--- src/rtl/fpstk_pkg.sv ---
// Package for the floating-point register stack.
// Holds the opcode encoding that the port op_code carries.
package fpstk_pkg;

    typedef enum logic [2:0] {
        OP_NONE   = 3'd0,
        OP_PUSH   = 3'd1,
        OP_POP    = 3'd2,
        OP_READ   = 3'd3,
        OP_WRITE  = 3'd4,
        OP_MODIFY = 3'd5,
        OP_RSV6   = 3'd6,
        OP_RSV7   = 3'd7
    } fpstk_op_e;

endpackage

--- src/rtl/fpstk_addr.sv ---
// Slot address generator.
// Maps an operation to the physical slot it touches. A push targets
// (top-1) mod DEPTH and a pop targets top. All other opcodes target
// (top+idx) mod DEPTH. Assumes DEPTH is a power of two, so the
// modulo is plain truncation.
module fpstk_addr
    import fpstk_pkg::*;
#(
    parameter int PTR_W = 3
) (
    input  fpstk_op_e        op,
    input  logic [PTR_W-1:0] top,
    input  logic [PTR_W-1:0] idx,
    output logic [PTR_W-1:0] slot
);

    localparam logic [PTR_W-1:0] ONE = PTR_W'(1);

    // Choose the physical slot for this operation.
    always_comb begin
        case (op)
            OP_PUSH: slot = top - ONE;
            OP_POP:  slot = top;
            default: slot = top + idx;
        endcase
    end

endmodule

--- src/rtl/fpstk_fault.sv ---
// Fault decision and commit control.
// From the opcode, the target slot's tag and the two exemption
// qualifiers, this module decides which fault the operation raises
// and which state updates it may commit. A faulting operation commits
// nothing. Purely combinational.
module fpstk_fault
    import fpstk_pkg::*;
(
    input  logic      valid,
    input  fpstk_op_e op,
    input  logic      tag_full,
    input  logic      examine,
    input  logic      st0_copy,
    output logic      empty_flt,
    output logic      full_flt,
    output logic      do_read,
    output logic      do_write,
    output logic      set_tag,
    output logic      clr_tag,
    output logic      top_inc,
    output logic      top_dec
);

    // Apply the tag rules and the exemptions, then gate the commits.
    always_comb begin
        empty_flt = 1'b0;
        full_flt  = 1'b0;
        do_read   = 1'b0;
        do_write  = 1'b0;
        set_tag   = 1'b0;
        clr_tag   = 1'b0;
        top_inc   = 1'b0;
        top_dec   = 1'b0;
        if (valid) begin
            case (op)
                OP_PUSH: begin
                    full_flt = tag_full;
                    do_write = !tag_full;
                    set_tag  = !tag_full;
                    top_dec  = !tag_full;
                end
                OP_POP: begin
                    do_read   = 1'b1;
                    empty_flt = !tag_full;
                    clr_tag   = tag_full;
                    top_inc   = tag_full;
                end
                OP_READ: begin
                    do_read   = 1'b1;
                    empty_flt = !tag_full && !examine;
                end
                OP_WRITE: begin
                    full_flt = tag_full && !st0_copy;
                    do_write = !full_flt;
                    set_tag  = !full_flt;
                end
                OP_MODIFY: begin
                    do_read   = 1'b1;
                    empty_flt = !tag_full;
                    do_write  = tag_full;
                end
                default: begin
                end
            endcase
        end
    end

endmodule

--- src/rtl/fpstk_regfile.sv ---
// Register array with per-slot occupancy tags.
// DEPTH words of DATA_W bits share one access index. A write and a
// tag change land on that slot at the clock edge. The read port is
// combinational and returns the slot's value from before that edge.
// Synchronous active-low reset clears all data and tags.
module fpstk_regfile #(
    parameter int DATA_W = 64,
    parameter int DEPTH  = 8,
    parameter int PTR_W  = $clog2(DEPTH)
) (
    input  logic              clk,
    input  logic              rst_n,
    input  logic [PTR_W-1:0]  idx,
    input  logic              wr_en,
    input  logic [DATA_W-1:0] wr_data,
    input  logic              set_tag,
    input  logic              clr_tag,
    output logic [DATA_W-1:0] rd_word,
    output logic [DEPTH-1:0]  tag_vec
);

    logic [DEPTH-1:0][DATA_W-1:0] word_vec;

    for (genvar g = 0; g < DEPTH; g++) begin : g_slot
        logic [DATA_W-1:0] word_q;
        logic              tag_q;
        logic              hit;

        assign hit = (idx == PTR_W'(g));

        // Hold one slot's data and tag, updating on a hit.
        always_ff @(posedge clk) begin
            if (!rst_n) begin
                word_q <= '0;
                tag_q  <= 1'b0;
            end else begin
                if (wr_en && hit) begin
                    word_q <= wr_data;
                end
                if (set_tag && hit) begin
                    tag_q <= 1'b1;
                end else if (clr_tag && hit) begin
                    tag_q <= 1'b0;
                end
            end
        end

        assign word_vec[g] = word_q;
        assign tag_vec[g]  = tag_q;
    end

    assign rd_word = word_vec[idx];

endmodule

--- src/rtl/fp_reg_stack.sv ---
// Floating-point register stack, top level.
// Eight circular slots with a top pointer and occupancy tags. Accepts
// one operation per strobe. Read data, fault flags and the pointer are
// registered, so each operation's result shows one cycle after its
// strobe. Assumes DEPTH is a power of two.
module fp_reg_stack
    import fpstk_pkg::*;
#(
    parameter int DATA_W = 64,
    parameter int DEPTH  = 8,
    parameter int PTR_W  = $clog2(DEPTH)
) (
    input  logic              clk,
    input  logic              rst_n,
    input  logic              op_valid,
    input  logic [2:0]        op_code,
    input  logic [PTR_W-1:0]  op_idx,
    input  logic [DATA_W-1:0] op_wdata,
    input  logic              op_examine,
    input  logic              op_st0_copy,
    output logic [DATA_W-1:0] rd_data,
    output logic              flt_empty,
    output logic              flt_full,
    output logic [PTR_W-1:0]  top_ptr
);

    localparam logic [PTR_W-1:0] ONE = PTR_W'(1);

    fpstk_op_e         op;
    logic [PTR_W-1:0]  top_q;
    logic [PTR_W-1:0]  slot;
    logic [DATA_W-1:0] rd_word;
    logic [DATA_W-1:0] rd_q;
    logic [DEPTH-1:0]  tag_vec;
    logic              empty_flt, full_flt;
    logic              empty_q, full_q;
    logic              do_read, do_write, set_tag, clr_tag;
    logic              top_inc, top_dec;

    assign op = fpstk_op_e'(op_code);

    fpstk_addr #(.PTR_W(PTR_W)) u_addr (
        .op   (op),
        .top  (top_q),
        .idx  (op_idx),
        .slot (slot)
    );

    fpstk_fault u_fault (
        .valid     (op_valid),
        .op        (op),
        .tag_full  (tag_vec[slot]),
        .examine   (op_examine),
        .st0_copy  (op_st0_copy),
        .empty_flt (empty_flt),
        .full_flt  (full_flt),
        .do_read   (do_read),
        .do_write  (do_write),
        .set_tag   (set_tag),
        .clr_tag   (clr_tag),
        .top_inc   (top_inc),
        .top_dec   (top_dec)
    );

    fpstk_regfile #(.DATA_W(DATA_W), .DEPTH(DEPTH), .PTR_W(PTR_W)) u_regs (
        .clk     (clk),
        .rst_n   (rst_n),
        .idx     (slot),
        .wr_en   (do_write),
        .wr_data (op_wdata),
        .set_tag (set_tag),
        .clr_tag (clr_tag),
        .rd_word (rd_word),
        .tag_vec (tag_vec)
    );

    // Move the top pointer on a committed push or pop.
    always_ff @(posedge clk) begin
        if (!rst_n) begin
            top_q <= '0;
        end else if (top_dec) begin
            top_q <= top_q - ONE;
        end else if (top_inc) begin
            top_q <= top_q + ONE;
        end
    end

    // Capture read data and this cycle's fault decision.
    always_ff @(posedge clk) begin
        if (!rst_n) begin
            rd_q    <= '0;
            empty_q <= 1'b0;
            full_q  <= 1'b0;
        end else begin
            if (do_read) begin
                rd_q <= rd_word;
            end
            empty_q <= empty_flt;
            full_q  <= full_flt;
        end
    end

    assign rd_data   = rd_q;
    assign flt_empty = empty_q;
    assign flt_full  = full_q;
    assign top_ptr   = top_q;

endmodule

--- config.mk ---
export PLATFORM = sky130hd
export DESIGN_NAME = fp_reg_stack
export DESIGN_NICKNAME = d
export VERILOG_FILES = /design/src/rtl/fpstk_pkg.sv /design/src/rtl/fpstk_addr.sv /design/src/rtl/fpstk_fault.sv /design/src/rtl/fpstk_regfile.sv /design/src/rtl/fp_reg_stack.sv
export SDC_FILE = /design/constraint.sdc
export NUM_CORES = 1
export LEC_CHECK = 0
export ABC_AREA = 0
export BUFFER_PORTS_ARGS = -buffer_cell sky130_fd_sc_hd__buf_2
export CAP_MARGIN = 20
export CORE_UTILIZATION = 25
export DETAILED_ROUTE_END_ITERATION = 10
export MAX_ROUTING_LAYER = met4
export PLACE_DENSITY = 0.47
export SLEW_MARGIN = 20
export SYNTH_ARGS = -nofsm -noshare
export SYNTH_HDL_FRONTEND = slang
export SYNTH_SLANG_ARGS = --single-unit
--- constraint.sdc ---
create_clock -name clk -period 5.38 [get_ports clk]
set_input_delay 0.269 -clock clk [delete_from_list [all_inputs] [get_ports clk]]
set_output_delay 0.269 -clock clk [all_outputs]
set_load 0.01 [all_outputs]
==> impl_results.md <==
- Status: finished, violations left
- Failing checks: design-rule violations
- Slew headroom: 0.278
- Final worst slack: 671 ps
- Final GP Congestion: 0.771
- Global-route wire length before repair: 143000 um
- CTS tree: yes
- Final Hold Viols: 0
- Vias in the first global route: 21800
- Leak: 11.7 nW
- Area growth syn-to-layout: 16.8%
- CTS Buf Count: 60
- Worst Path Required: 5940 ps
- Full die area: 0.108 sq mm
- Cell Pwr Density: 321 mW/mm^2
- Setup Viol. Count Final: 0
- Layout cell share with drive strength beyond 1: 0.163
- Worst-path fanout max: 39
- Layout Nets: 2876
- Synth area leaders: dfxtp_1 44%, mux4_2 11%, mux2i_1 9.7%, o211ai_1 7.3%, nand2_1 6.5%
- CP Capture Type: flip-flop
- Syn Area/Cell: 9.65 sq um
- Yosys top cell by area: dfxtp_1
- Top FF cell, synth: dfxtp_1
- Slew @ Worst Pin: 1080 ps
- H-tree depth: 2
- Post-CTS Setup Repair Bufs: 0
- Post-synthesis sequential area ratio: 0.441
- # clock sinks: 589
- Synthesized area: 0.0267 sq mm
- Mapped Cells: 2769
- # IOs: 144
- Core ar.: 0.106 sq mm
- Final Cycle Share: 0.875
- Clk Latency, worst-skew pair: 640 ps
- Fin Clk Skew: 15.5 ps
- WL met3: 4910 um
- Drt total wl: 94100 um
- Worst min-delay path category: input pin to flip-flop
- Post-cts hold buffer count: 65
- Final critical-path required period: 4710 ps
- Ys Warns: 0
- Root Buffer: clkbuf_16
- GRT Total Usage: 0.176
- Pwr Total: 10.0 mW
- Most common library cell in the layout ignoring fill and taps: dfxtp_1
- Max-cap violations: 0
- Yosys reg bits: 589
- Max Buffers Root-to-Sink: 3
- Chip width: 329 um
- Unique cell type count in the Yosys netlist: 51
- Detail Route Antenna Nets: 0
- Post-route DRC: 14
- Dpl hpwl: 52200 um
- # rows: 119
- Peak supply drop: 0.249 mV
- Flop2flop setup slack: 670 ps
- Antenna violations before repair: 7
- Wire length on met2: 44100 um
- DRT met1 WL: 42900 um
- Chip height: 329 um
- RSZ-0062 raised after global routing: false
- CP arrival: 5270 ps
- Pin count of the biggest net entering global routing: 174
- EDFF count, synth: 0
- DR iter-0 viols: 1613
- Highest routed layer: met4
- Place WS: 637 ps
- Worst-path clk slew: 60 ps
- Startpoint types: flip-flop
- Highest clock rate: 212 MHz
- Crit Path Class: flip-flop to flip-flop
- CTS resizes: 0
- Syn_nets: 2848
- GR Overflow Total: 0
- First-pass DRT Iterations: 7
- Most frequent cells in the layout: 589 x dfxtp_1, 465 x nand2_1, 270 x a21oi_1, 259 x nand3_1, 259 x o211ai_1
- WL/cell: 22.2 um
- Vias per cell: 5.18
- Starting Density: 0.253
- Fin Setup TNS: 0 ps
- Synth top area share: 0.441
- DR vias: 22000
- Async set-reset flop share out of synthesis: 0
- # port buffers: 143
- Slew Limit Fails: 0
- Fill count: 11000
per-stage QoR:
step	std cells	hold WS [ps]	utilization	cell area [sq um]
2_1_floorplan	2769	393	-	26700
3_3_place_gp	4060	442	0.270	28500
3_5_place_dp	4060	449	0.270	28500
4_1_cts	4231	103	0.295	31100
5_1_grt	4237	156	0.295	31200
6_report	4238	155	0.295	31200
cells in the mapped netlist, types with 9 or more instances:
library cell,count
a21oi_1,270
mux2i_1,258
nor2_1,66
inv_1,9
dfxtp_1,589
o211ai_1,259
buf_6,14
buf_1,23
buf_2,58
nand2_1,465
buf_4,42
clkbuf_1,171
a311oi_1,64
nand3_1,259
mux4_2,128
cell type report:
type | instances | area [sq um] | area share
Antenna cell | 6 | 15.0 | 0.000482
Sequential cell | 589 | 11800 | 0.378
Tap cell | 1391 | 1740 | 0.0558
Inverter | 9 | 41.3 | 0.00132
Multi-Input combinational cell | 1863 | 13600 | 0.435
Timing Repair Buffer | 274 | 2040 | 0.0655
Clock buffer | 89 | 1770 | 0.0568
Clock inverter | 17 | 210 | 0.00674
cell families (layout without fill, tap and decap cells):
kind of cell,count (synthesis),after routing,share of synthesized area
AO/OA/AOI/OAI,645,645,0.162
XOR/XNOR,1,1,0.000609
adder cells (fa/ha/maj),4,4,0.00216
buffers and inverters,317,389,0.0571
flip-flops,589,589,0.441
multiplexers,387,387,0.205
other,0,6,0
AND/OR/NAND/NOR,826,826,0.132
report_power, final:
group / leakage (nW) / switching [mW] / internal (mW)
Sequential: 4.76 / 0.0505 / 4.44
Clock: 0.987 / 1.83 / 2.50
Combinational: 5.92 / 0.828 / 0.357
Total: 11.7 / 2.71 / 7.30
routing by layer:
| metal | vias up | track usage |
|---|---|---|
| met3 | 153 | 0.0248 |
| met2 | 614 | 0.279 |
| met5 | - | - |
| met4 | 0 | 0.0484 |
| met1 | 10900 | 0.233 |
| li1 | 10200 | - |
final timing paths:
| kind | startpoint | end | depth (start not counted) |
|---|---|---|---|
| setup / recovery | top_ptr[0]$_SDFFE_PN0P_ | u_regs.g_slot[3].word_q[33]$_SDFFE_PN0P_ | 13 |
| hold / removal | op_code[2] | flt_full$_SDFF_PN0_ | 3 |
| setup reg to reg | top_ptr[0]$_SDFFE_PN0P_ | u_regs.g_slot[3].word_q[33]$_SDFFE_PN0P_ | 13 |
| hold reg to reg | u_regs.g_slot[6].word_q[7]$_SDFFE_PN0P_ | u_regs.g_slot[6].word_q[7]$_SDFFE_PN0P_ | 2 |
state kept, by name, indices dropped and copies added, names as in the netlist:
| register | flops |
|---|---|
| top_ptr | 3 |
| flt_empty | 1 |
| u_regs.g_slot.word_q | 512 |
| rd_data | 64 |
| flt_full | 1 |
| u_regs.g_slot.tag_q | 8 |
worst max-delay path, stage by stage, from the launching register on:
cell,delay (ps)
dfxtp_1,440
ha_1,200
inv_1,50
fa_1,400
xnor2_2,320
a21oi_1,180
a211oi_4,380
buf_4,560
o211ai_1,210
nand3_1,150
a31oi_1,340
o21ai_4,700
buf_12,410
mux2i_1,240
Note: power is estimated with default switching activity, not from simulation.
